`src/rtl/alu8_pkg.sv`:
```
package alu8_pkg;
  localparam int NFLAG = 6;
  localparam int FC = 0;
  localparam int FZ = 1;
  localparam int FN = 2;
  localparam int FV = 3;
  localparam int FS = 4;
  localparam int FH = 5;

  typedef enum logic [3:0] {
    OP_ADD, OP_ADC, OP_SUB, OP_SBC, OP_AND, OP_OR, OP_XOR, OP_COM,
    OP_NEG, OP_INC, OP_DEC, OP_LSR, OP_ASR, OP_ROR, OP_ROL, OP_SWAP
  } alu_op_e;

  // Which status bits an operation is allowed to write.
  function automatic logic [NFLAG-1:0] upd_mask(alu_op_e op);
    logic [NFLAG-1:0] m;
    m = '0;
    case (op)
      OP_ADD, OP_ADC, OP_SUB, OP_SBC, OP_NEG:
        m = '1;
      OP_AND, OP_OR, OP_XOR, OP_INC, OP_DEC: begin
        m[FZ] = 1'b1; m[FN] = 1'b1; m[FV] = 1'b1; m[FS] = 1'b1;
      end
      OP_COM, OP_LSR, OP_ASR, OP_ROR, OP_ROL: begin
        m[FC] = 1'b1; m[FZ] = 1'b1; m[FN] = 1'b1; m[FV] = 1'b1; m[FS] = 1'b1;
      end
      default: m = '0;
    endcase
    return m;
  endfunction

  function automatic logic uses_adder(alu_op_e op);
    return op inside {OP_ADD, OP_ADC, OP_SUB, OP_SBC, OP_NEG, OP_INC, OP_DEC};
  endfunction

  function automatic logic is_shift(alu_op_e op);
    return op inside {OP_LSR, OP_ASR, OP_ROR, OP_ROL};
  endfunction

  // Carry (add) or borrow (sub) out of a bit position, rebuilt from the
  // operand bits and the sum bit at that position.
  function automatic logic carry_at(logic a, logic b, logic r, logic sub);
    if (sub) return (~a & b) | (b & r) | (r & ~a);
    else     return (a & b) | (b & ~r) | (~r & a);
  endfunction

  function automatic logic ovf_at(logic a, logic b, logic r, logic sub);
    if (sub) return (a != b) && (r != a);
    else     return (a == b) && (r != a);
  endfunction
endpackage

```
`src/rtl/alu8_addsub.sv`:
```
module alu8_addsub
  import alu8_pkg::*;
#(
  parameter int W = 8
) (
  input  logic [W-1:0] a,
  input  logic [W-1:0] b,
  input  logic         cin,
  input  logic         sub,
  output logic [W-1:0] r,
  output logic         c_out,
  output logic         h_out,
  output logic         v_out
);
  localparam int HB = W/2 - 1;

  logic [W:0] ext;

  always_comb begin
    if (sub) ext = {1'b0, a} - {1'b0, b} - {{W{1'b0}}, cin};
    else     ext = {1'b0, a} + {1'b0, b} + {{W{1'b0}}, cin};
  end

  assign r     = ext[W-1:0];
  assign c_out = ext[W];
  assign h_out = carry_at(a[HB], b[HB], r[HB], sub);
  assign v_out = ovf_at(a[W-1], b[W-1], r[W-1], sub);
endmodule

```
`src/rtl/alu8_bitops.sv`:
```
module alu8_bitops
  import alu8_pkg::*;
#(
  parameter int W = 8
) (
  input  alu_op_e      op,
  input  logic [W-1:0] a,
  input  logic [W-1:0] b,
  input  logic         cin,
  output logic [W-1:0] r,
  output logic         c_out
);
  localparam int HALF = W/2;

  always_comb begin
    r     = '0;
    c_out = 1'b0;
    case (op)
      OP_AND:  r = a & b;
      OP_OR:   r = a | b;
      OP_XOR:  r = a ^ b;
      OP_COM:  begin r = ~a; c_out = 1'b1; end
      OP_LSR:  begin r = {1'b0, a[W-1:1]};   c_out = a[0];   end
      OP_ASR:  begin r = {a[W-1], a[W-1:1]}; c_out = a[0];   end
      OP_ROR:  begin r = {cin, a[W-1:1]};    c_out = a[0];   end
      OP_ROL:  begin r = {a[W-2:0], cin};    c_out = a[W-1]; end
      OP_SWAP: r = {a[HALF-1:0], a[W-1:HALF]};
      default: r = '0;
    endcase
  end
endmodule

```
`src/rtl/alu8_status.sv`:
```
module alu8_status
  import alu8_pkg::*;
(
  input  logic             clk,
  input  logic             rst_n,
  input  logic             en,
  input  logic [NFLAG-1:0] mask,
  input  logic [NFLAG-1:0] nxt,
  output logic [NFLAG-1:0] q
);
  always_ff @(posedge clk or negedge rst_n) begin
    if (!rst_n)  q <= '0;
    else if (en) q <= (mask & nxt) | (~mask & q);
  end


  idle_hold_chk: assert property (@(posedge clk) disable iff (!rst_n)
    !en |=> $stable(q));

  for (genvar i = 0; i < NFLAG; i++) begin : g_keep
    // a bit outside the write mask is left alone
    masked_keep_chk: assert property (@(posedge clk) disable iff (!rst_n)
      (en && !mask[i]) |=> $stable(q[i]));
  end
endmodule

```
`src/rtl/alu8_core.sv`:
```
module alu8_core
  import alu8_pkg::*;
#(
  parameter int W = 8
) (
  input  logic         clk,
  input  logic         rst_n,
  input  logic         op_en,
  input  logic [3:0]   op_code,
  input  logic [W-1:0] opa,
  input  logic [W-1:0] opb,
  output logic [W-1:0] result,
  output logic [5:0]   flags
);
  alu_op_e op;
  assign op = alu_op_e'(op_code);

  // Adder operand steering
  logic [W-1:0] add_a, add_b, add_r, bit_r;
  logic         add_cin, add_sub, add_c, add_h, add_v, bit_c;

  always_comb begin
    add_a   = opa;
    add_b   = opb;
    add_cin = 1'b0;
    add_sub = 1'b0;
    case (op)
      OP_ADC: add_cin = flags[FC];
      OP_SUB: add_sub = 1'b1;
      OP_SBC: begin add_sub = 1'b1; add_cin = flags[FC]; end
      OP_NEG: begin add_sub = 1'b1; add_a = '0; add_b = opa; end
      OP_INC: add_b = W'(1);
      OP_DEC: begin add_sub = 1'b1; add_b = W'(1); end
      default: ;
    endcase
  end

  alu8_addsub #(.W(W)) u_addsub (
    .a(add_a), .b(add_b), .cin(add_cin), .sub(add_sub),
    .r(add_r), .c_out(add_c), .h_out(add_h), .v_out(add_v)
  );

  alu8_bitops #(.W(W)) u_bitops (
    .op(op), .a(opa), .b(opb), .cin(flags[FC]), .r(bit_r), .c_out(bit_c)
  );

  // Named internal events for the checks below
  logic sel_adder, res_zero, chain_zero;
  logic new_c, new_n, new_v;
  logic [NFLAG-1:0] nxt_flags, wr_mask;

  assign sel_adder  = uses_adder(op);
  assign result     = sel_adder ? add_r : bit_r;
  assign res_zero   = (result == '0);
  assign chain_zero = res_zero & flags[FZ];
  assign new_n      = result[W-1];
  assign new_c      = sel_adder ? add_c : bit_c;

  always_comb begin
    if (sel_adder)     new_v = add_v;
    else if (is_shift(op)) new_v = new_n ^ new_c;
    else               new_v = 1'b0;
  end

  always_comb begin
    nxt_flags     = '0;
    nxt_flags[FC] = new_c;
    nxt_flags[FZ] = (op == OP_SBC) ? chain_zero : res_zero;
    nxt_flags[FN] = new_n;
    nxt_flags[FV] = new_v;
    nxt_flags[FS] = new_n ^ new_v;
    nxt_flags[FH] = add_h;
  end

  assign wr_mask = upd_mask(op);

  alu8_status u_status (
    .clk(clk), .rst_n(rst_n), .en(op_en),
    .mask(wr_mask), .nxt(nxt_flags), .q(flags)
  );


  sbc_sticky_chk: assert property (@(posedge clk) disable iff (!rst_n)
    (op_en && op == OP_SBC && !flags[FZ]) |=> !flags[FZ]);


  logic_v_clear_chk: assert property (@(posedge clk) disable iff (!rst_n)
    (op_en && op inside {OP_AND, OP_OR, OP_XOR}) |=> !flags[FV]);


  com_carry_chk: assert property (@(posedge clk) disable iff (!rst_n)
    (op_en && op == OP_COM) |=> (flags[FC] && !flags[FV]));


  swap_keeps_flags_chk: assert property (@(posedge clk) disable iff (!rst_n)
    (op_en && op == OP_SWAP) |=> $stable(flags));


  sign_rel_chk: assert property (@(posedge clk) disable iff (!rst_n)
    (op_en && wr_mask[FS]) |=> (flags[FS] == (flags[FN] ^ flags[FV])));


  shift_v_chk: assert property (@(posedge clk) disable iff (!rst_n)
    (op_en && is_shift(op)) |=> (flags[FV] == (flags[FN] ^ flags[FC])));
endmodule

```
`config.mk`:
```
export PLATFORM = sky130hd
export DESIGN_NAME = alu8_core
export DESIGN_NICKNAME = d
export VERILOG_FILES = /design/src/rtl/alu8_pkg.sv /design/src/rtl/alu8_addsub.sv /design/src/rtl/alu8_bitops.sv /design/src/rtl/alu8_status.sv /design/src/rtl/alu8_core.sv
export SDC_FILE = /design/constraint.sdc
export NUM_CORES = 1
export LEC_CHECK = 0
export ABC_CLOCK_PERIOD_IN_PS = 5960
export BUFFER_PORTS_ARGS = -buffer_cell sky130_fd_sc_hd__buf_2
export CAP_MARGIN = 20
export CORE_MARGIN = 10
export CORE_UTILIZATION = 59
export DETAILED_ROUTE_END_ITERATION = 16
export GPL_TIMING_DRIVEN = 0
export PLACE_DENSITY_LB_ADDON = 0.25
export SLEW_MARGIN = 15
export SYNTH_ARGS = -nofsm -noshare
export SYNTH_HDL_FRONTEND = slang
export SYNTH_SLANG_ARGS = --single-unit
```
`constraint.sdc`:
```
create_clock -name clk -period 5.96 [get_ports clk]
set_clock_uncertainty 0.1 [all_clocks]
set_input_delay 0.596 -clock clk [delete_from_list [all_inputs] [get_ports clk]]
set_output_delay 0.596 -clock clk [all_outputs]
set_load 0.03 [all_outputs]
```
==> flow_summary.toml <==
[logic_synthesis]
synth_edf_count = 0
yosys_warnings = 0
synth_area_leaders = "ha_1, dfrtp_1, inv_1, nand2_1, o21ai_0"
synth_cell_types = 63
synth_area_leader_cell = "ha_1"
synth-seq-cells = 6
async_flop_share_pct = 100
syn-num-nets = 420
synthCells = 358
synth_area_um2 = 2520
seq_area_frac_synth_pct = 5.96
synth_area_per_cell_um2 = 7.04
synth-main-ff-cell = "dfrtp_1"
synth_top_area_share_pct = 17.4

[clocking]
clkTransAtPathRegs_ps = 40
cts_tree = "built"
insertion_delay_ps = 230
cts_hold_buffers = 0
clock_sinks = 6
post-cts-setup-buffers = 0
ctsResizeCount = 0
clockRootBuffer = "clkbuf_8"
clock_path_buffers = 2
cts_buffers = 3
htree_levels = 1

[sta]
setup_viol = 0
rsz0062_at_grt = "false"
worstMarginPinSlew_ps = 578
setup_tns_ps = 0
max_slew_margin_pct = 61.5
fin_crit_ps = 5430
fin_ws_ps = 528
final-max-slew-violation-count = 0
hold_viol = 0
final_min_period_over_clock_period_pct = 91.1
fmax_mhz = 184

[power_and_ir_drop]
irDropWorstVdd_uv = 123
p_leak_nw = 1.34
finalPower_uw = 462
power_density_nw_per_um2 = 165

[worst_setup_path]
path_cells = "clkbuf_1, buf_2, clkbuf_1, nor2_1, nand2_1, nand2_1, o21ai_0, ha_1, ha_1, and2_1, a221o_1, o311ai_1, o2111a_1, buf_2"
rr_worst_depth = 11
crit_fanout = 10
rr_startpoint = "u_status.q[0]"
required_ps = 5260
worst_path_max_delay_cell = "o311ai_1"
crit_arrival_ps = 4740
path_class = "in -> out"
r2r_setup_slack_ps = 2310
start_kind = "input port"
slowest_delay_ps = 540
endpoint_kind = "output port"

[drt]
viasPerCell = 6.71
drt-initial-drc-count = 401
routed_wl_um = 9020
final_antenna_net_count = 0
routedWlPerCell_um = 20.3
drt-pass1-iter-count = 5
route.vias.total = 2979
drc = 0

[finish]
insertedDiodeCount = 0
regArea_um2 = 150
area_delta_synth_final_pct = 11.1
fillers = 379
multi_input_area_um2 = 2130
drive_gt1_share_pct = 16.0
utilization_pct = 69.0
fin_nets = 458

[grt]
grt_pass1_wl_um = 14700
grt_pass1_vias = 2891
grtUsageTotal_pct = 24.1
antenna_found_initial = 0
grt_max_degree = 11
grt.overflow.total = 0

[floorplan]
ioPinCount = 37
fp.dieArea_um2 = 7290
start_util_pct = 62.1
core_um2 = 4060
die-width_um = 85.4
fp-row-count = 23
die_h_um = 85.4

[run_status]
status = "finished clean"

[placed_design]
dp_hpwl_um = 7200
pre_cts_slack_ps = 192
gp_congestion = 0.978
io_buffer_count = 34

[job]
maxCapViolCount = 0

[worst_hold_path]
hold_path_class = "in -> async"
-- worst max path at each step --
stage,endpoint,from,slack (ps),depth (start not counted)
after floorplan,result[7],op_code[3],1170,13
after global placement,result[7],op_code[3],200,15
after detailed placement,result[7],op_code[3],190,15
after CTS,result[7],op_code[3],90,15
after global routing,result[7],op_code[2],210,14
final,result[7],op_code[2],530,14
-- stage by stage --
stage / area (um^2) / hold WS, ps / std cells
final: 2800 / 83.9 / 444
after global routing: 2800 / 87.5 / 444
after CTS: 2800 / 86.3 / 445
after detailed placement: 2750 / 328 / 442
after global placement: 2750 / 323 / 442
after floorplan: 2520 / 200 / 358
-- synth_stat cells, types with 2 or more instances --
library cell	n
inv_1	37
mux2i_1	9
a22oi_1	3
dfrtp_1	6
ha_1	35
a21o_1	5
o21a_1	5
o221a_2	2
nand2_1	36
o221ai_1	3
mux2_2	2
o211ai_1	7
buf_1	2
xnor2_1	5
o21ai_0	26
clkbuf_1	10
nand3_1	10
buf_2	8
a211o_1	2
o21bai_1	2
or3b_2	3
a21oi_1	25
a2111o_1	3
or3_1	5
nor2_1	22
a211oi_1	7
nor2b_1	5
a31o_2	2
a221o_1	2
o31ai_1	2
o22ai_1	5
a32oi_1	2
nor3_1	5
nand4_1	4
a31oi_1	3
a221oi_1	4
nand2b_1	7
nand3b_1	2
fa_1	4
and2_1	3
and3_1	5
a22o_1	2
-- cells by family (layout without fill, tap and decap cells) --
| group | after synthesis | in the layout | synth area share [%] |
|---|---|---|---|
| AO/OA/AOI/OAI | 121 | 121 | 33.6 |
| AND/OR/NAND/NOR | 115 | 115 | 23.5 |
| buffers and inverters | 60 | 96 | 9.78 |
| adder cells (fa/ha/maj) | 39 | 39 | 20.5 |
| multiplexers | 11 | 11 | 4.47 |
| XOR/XNOR | 6 | 6 | 2.08 |
| flip-flops | 6 | 6 | 5.96 |
-- where the power goes --
group / leakage (nW) / switching (mW) / internal (mW)
registers: 0.0724 / 0.00708 / 0.0490
logic: 1.25 / 0.216 / 0.126
clock network: 0.0216 / 0.0196 / 0.0435
total: 1.34 / 0.243 / 0.219
-- per-layer routing --
metal / part of all wire [%] / global-route usage (%) / vias up
met2: 45 / 37.2 / 191
met3: 11 / 5.54 / 40
met1: 39 / 30.8 / 1362
met4: 4.0 / 10.9 / 0
li1: - / - / 1386
met5: 0 / 0 / -
-- cells in the final DEF, fill, tap and decap left out, types with 4 or more instances in the layout --
cell	netlist	routed
nand2b_1	7	7
clkbuf_1	10	10
a21o_1	5	5
ha_1	35	35
nor3_1	5	5
nand2_1	36	36
xnor2_1	5	5
o211ai_1	7	7
and3_1	5	5
o21a_1	5	5
a211oi_1	7	7
fa_1	4	4
nor2_1	22	22
dfrtp_1	6	6
nand4_1	4	4
nor2b_1	5	5
nand3_1	10	10
buf_2	8	42
o22ai_1	5	5
or3_1	5	5
inv_1	37	37
a21oi_1	25	25
o21ai_0	26	26
mux2i_1	9	9
a221oi_1	4	4
-- critical path, delay by kind of cell --
kind / cells / cell delay [ps]
compound gates: 4 / 1440
buf+inv: 4 / 1230
fa+ha+maj: 2 / 740
simple gates: 4 / 730
-- cell type report --
cell class                      instances  share of cell area (%)
Multi-Input combinational cell        292                    76.2
Timing Repair Buffer                   34                    6.08
Sequential cell                         6                    5.36
Inverter                               38                    5.09
Buffer                                 21                    3.57
Tap cell                               50                    2.23
Clock buffer                            3                    1.47
Power figures use the tool's default switching activity.
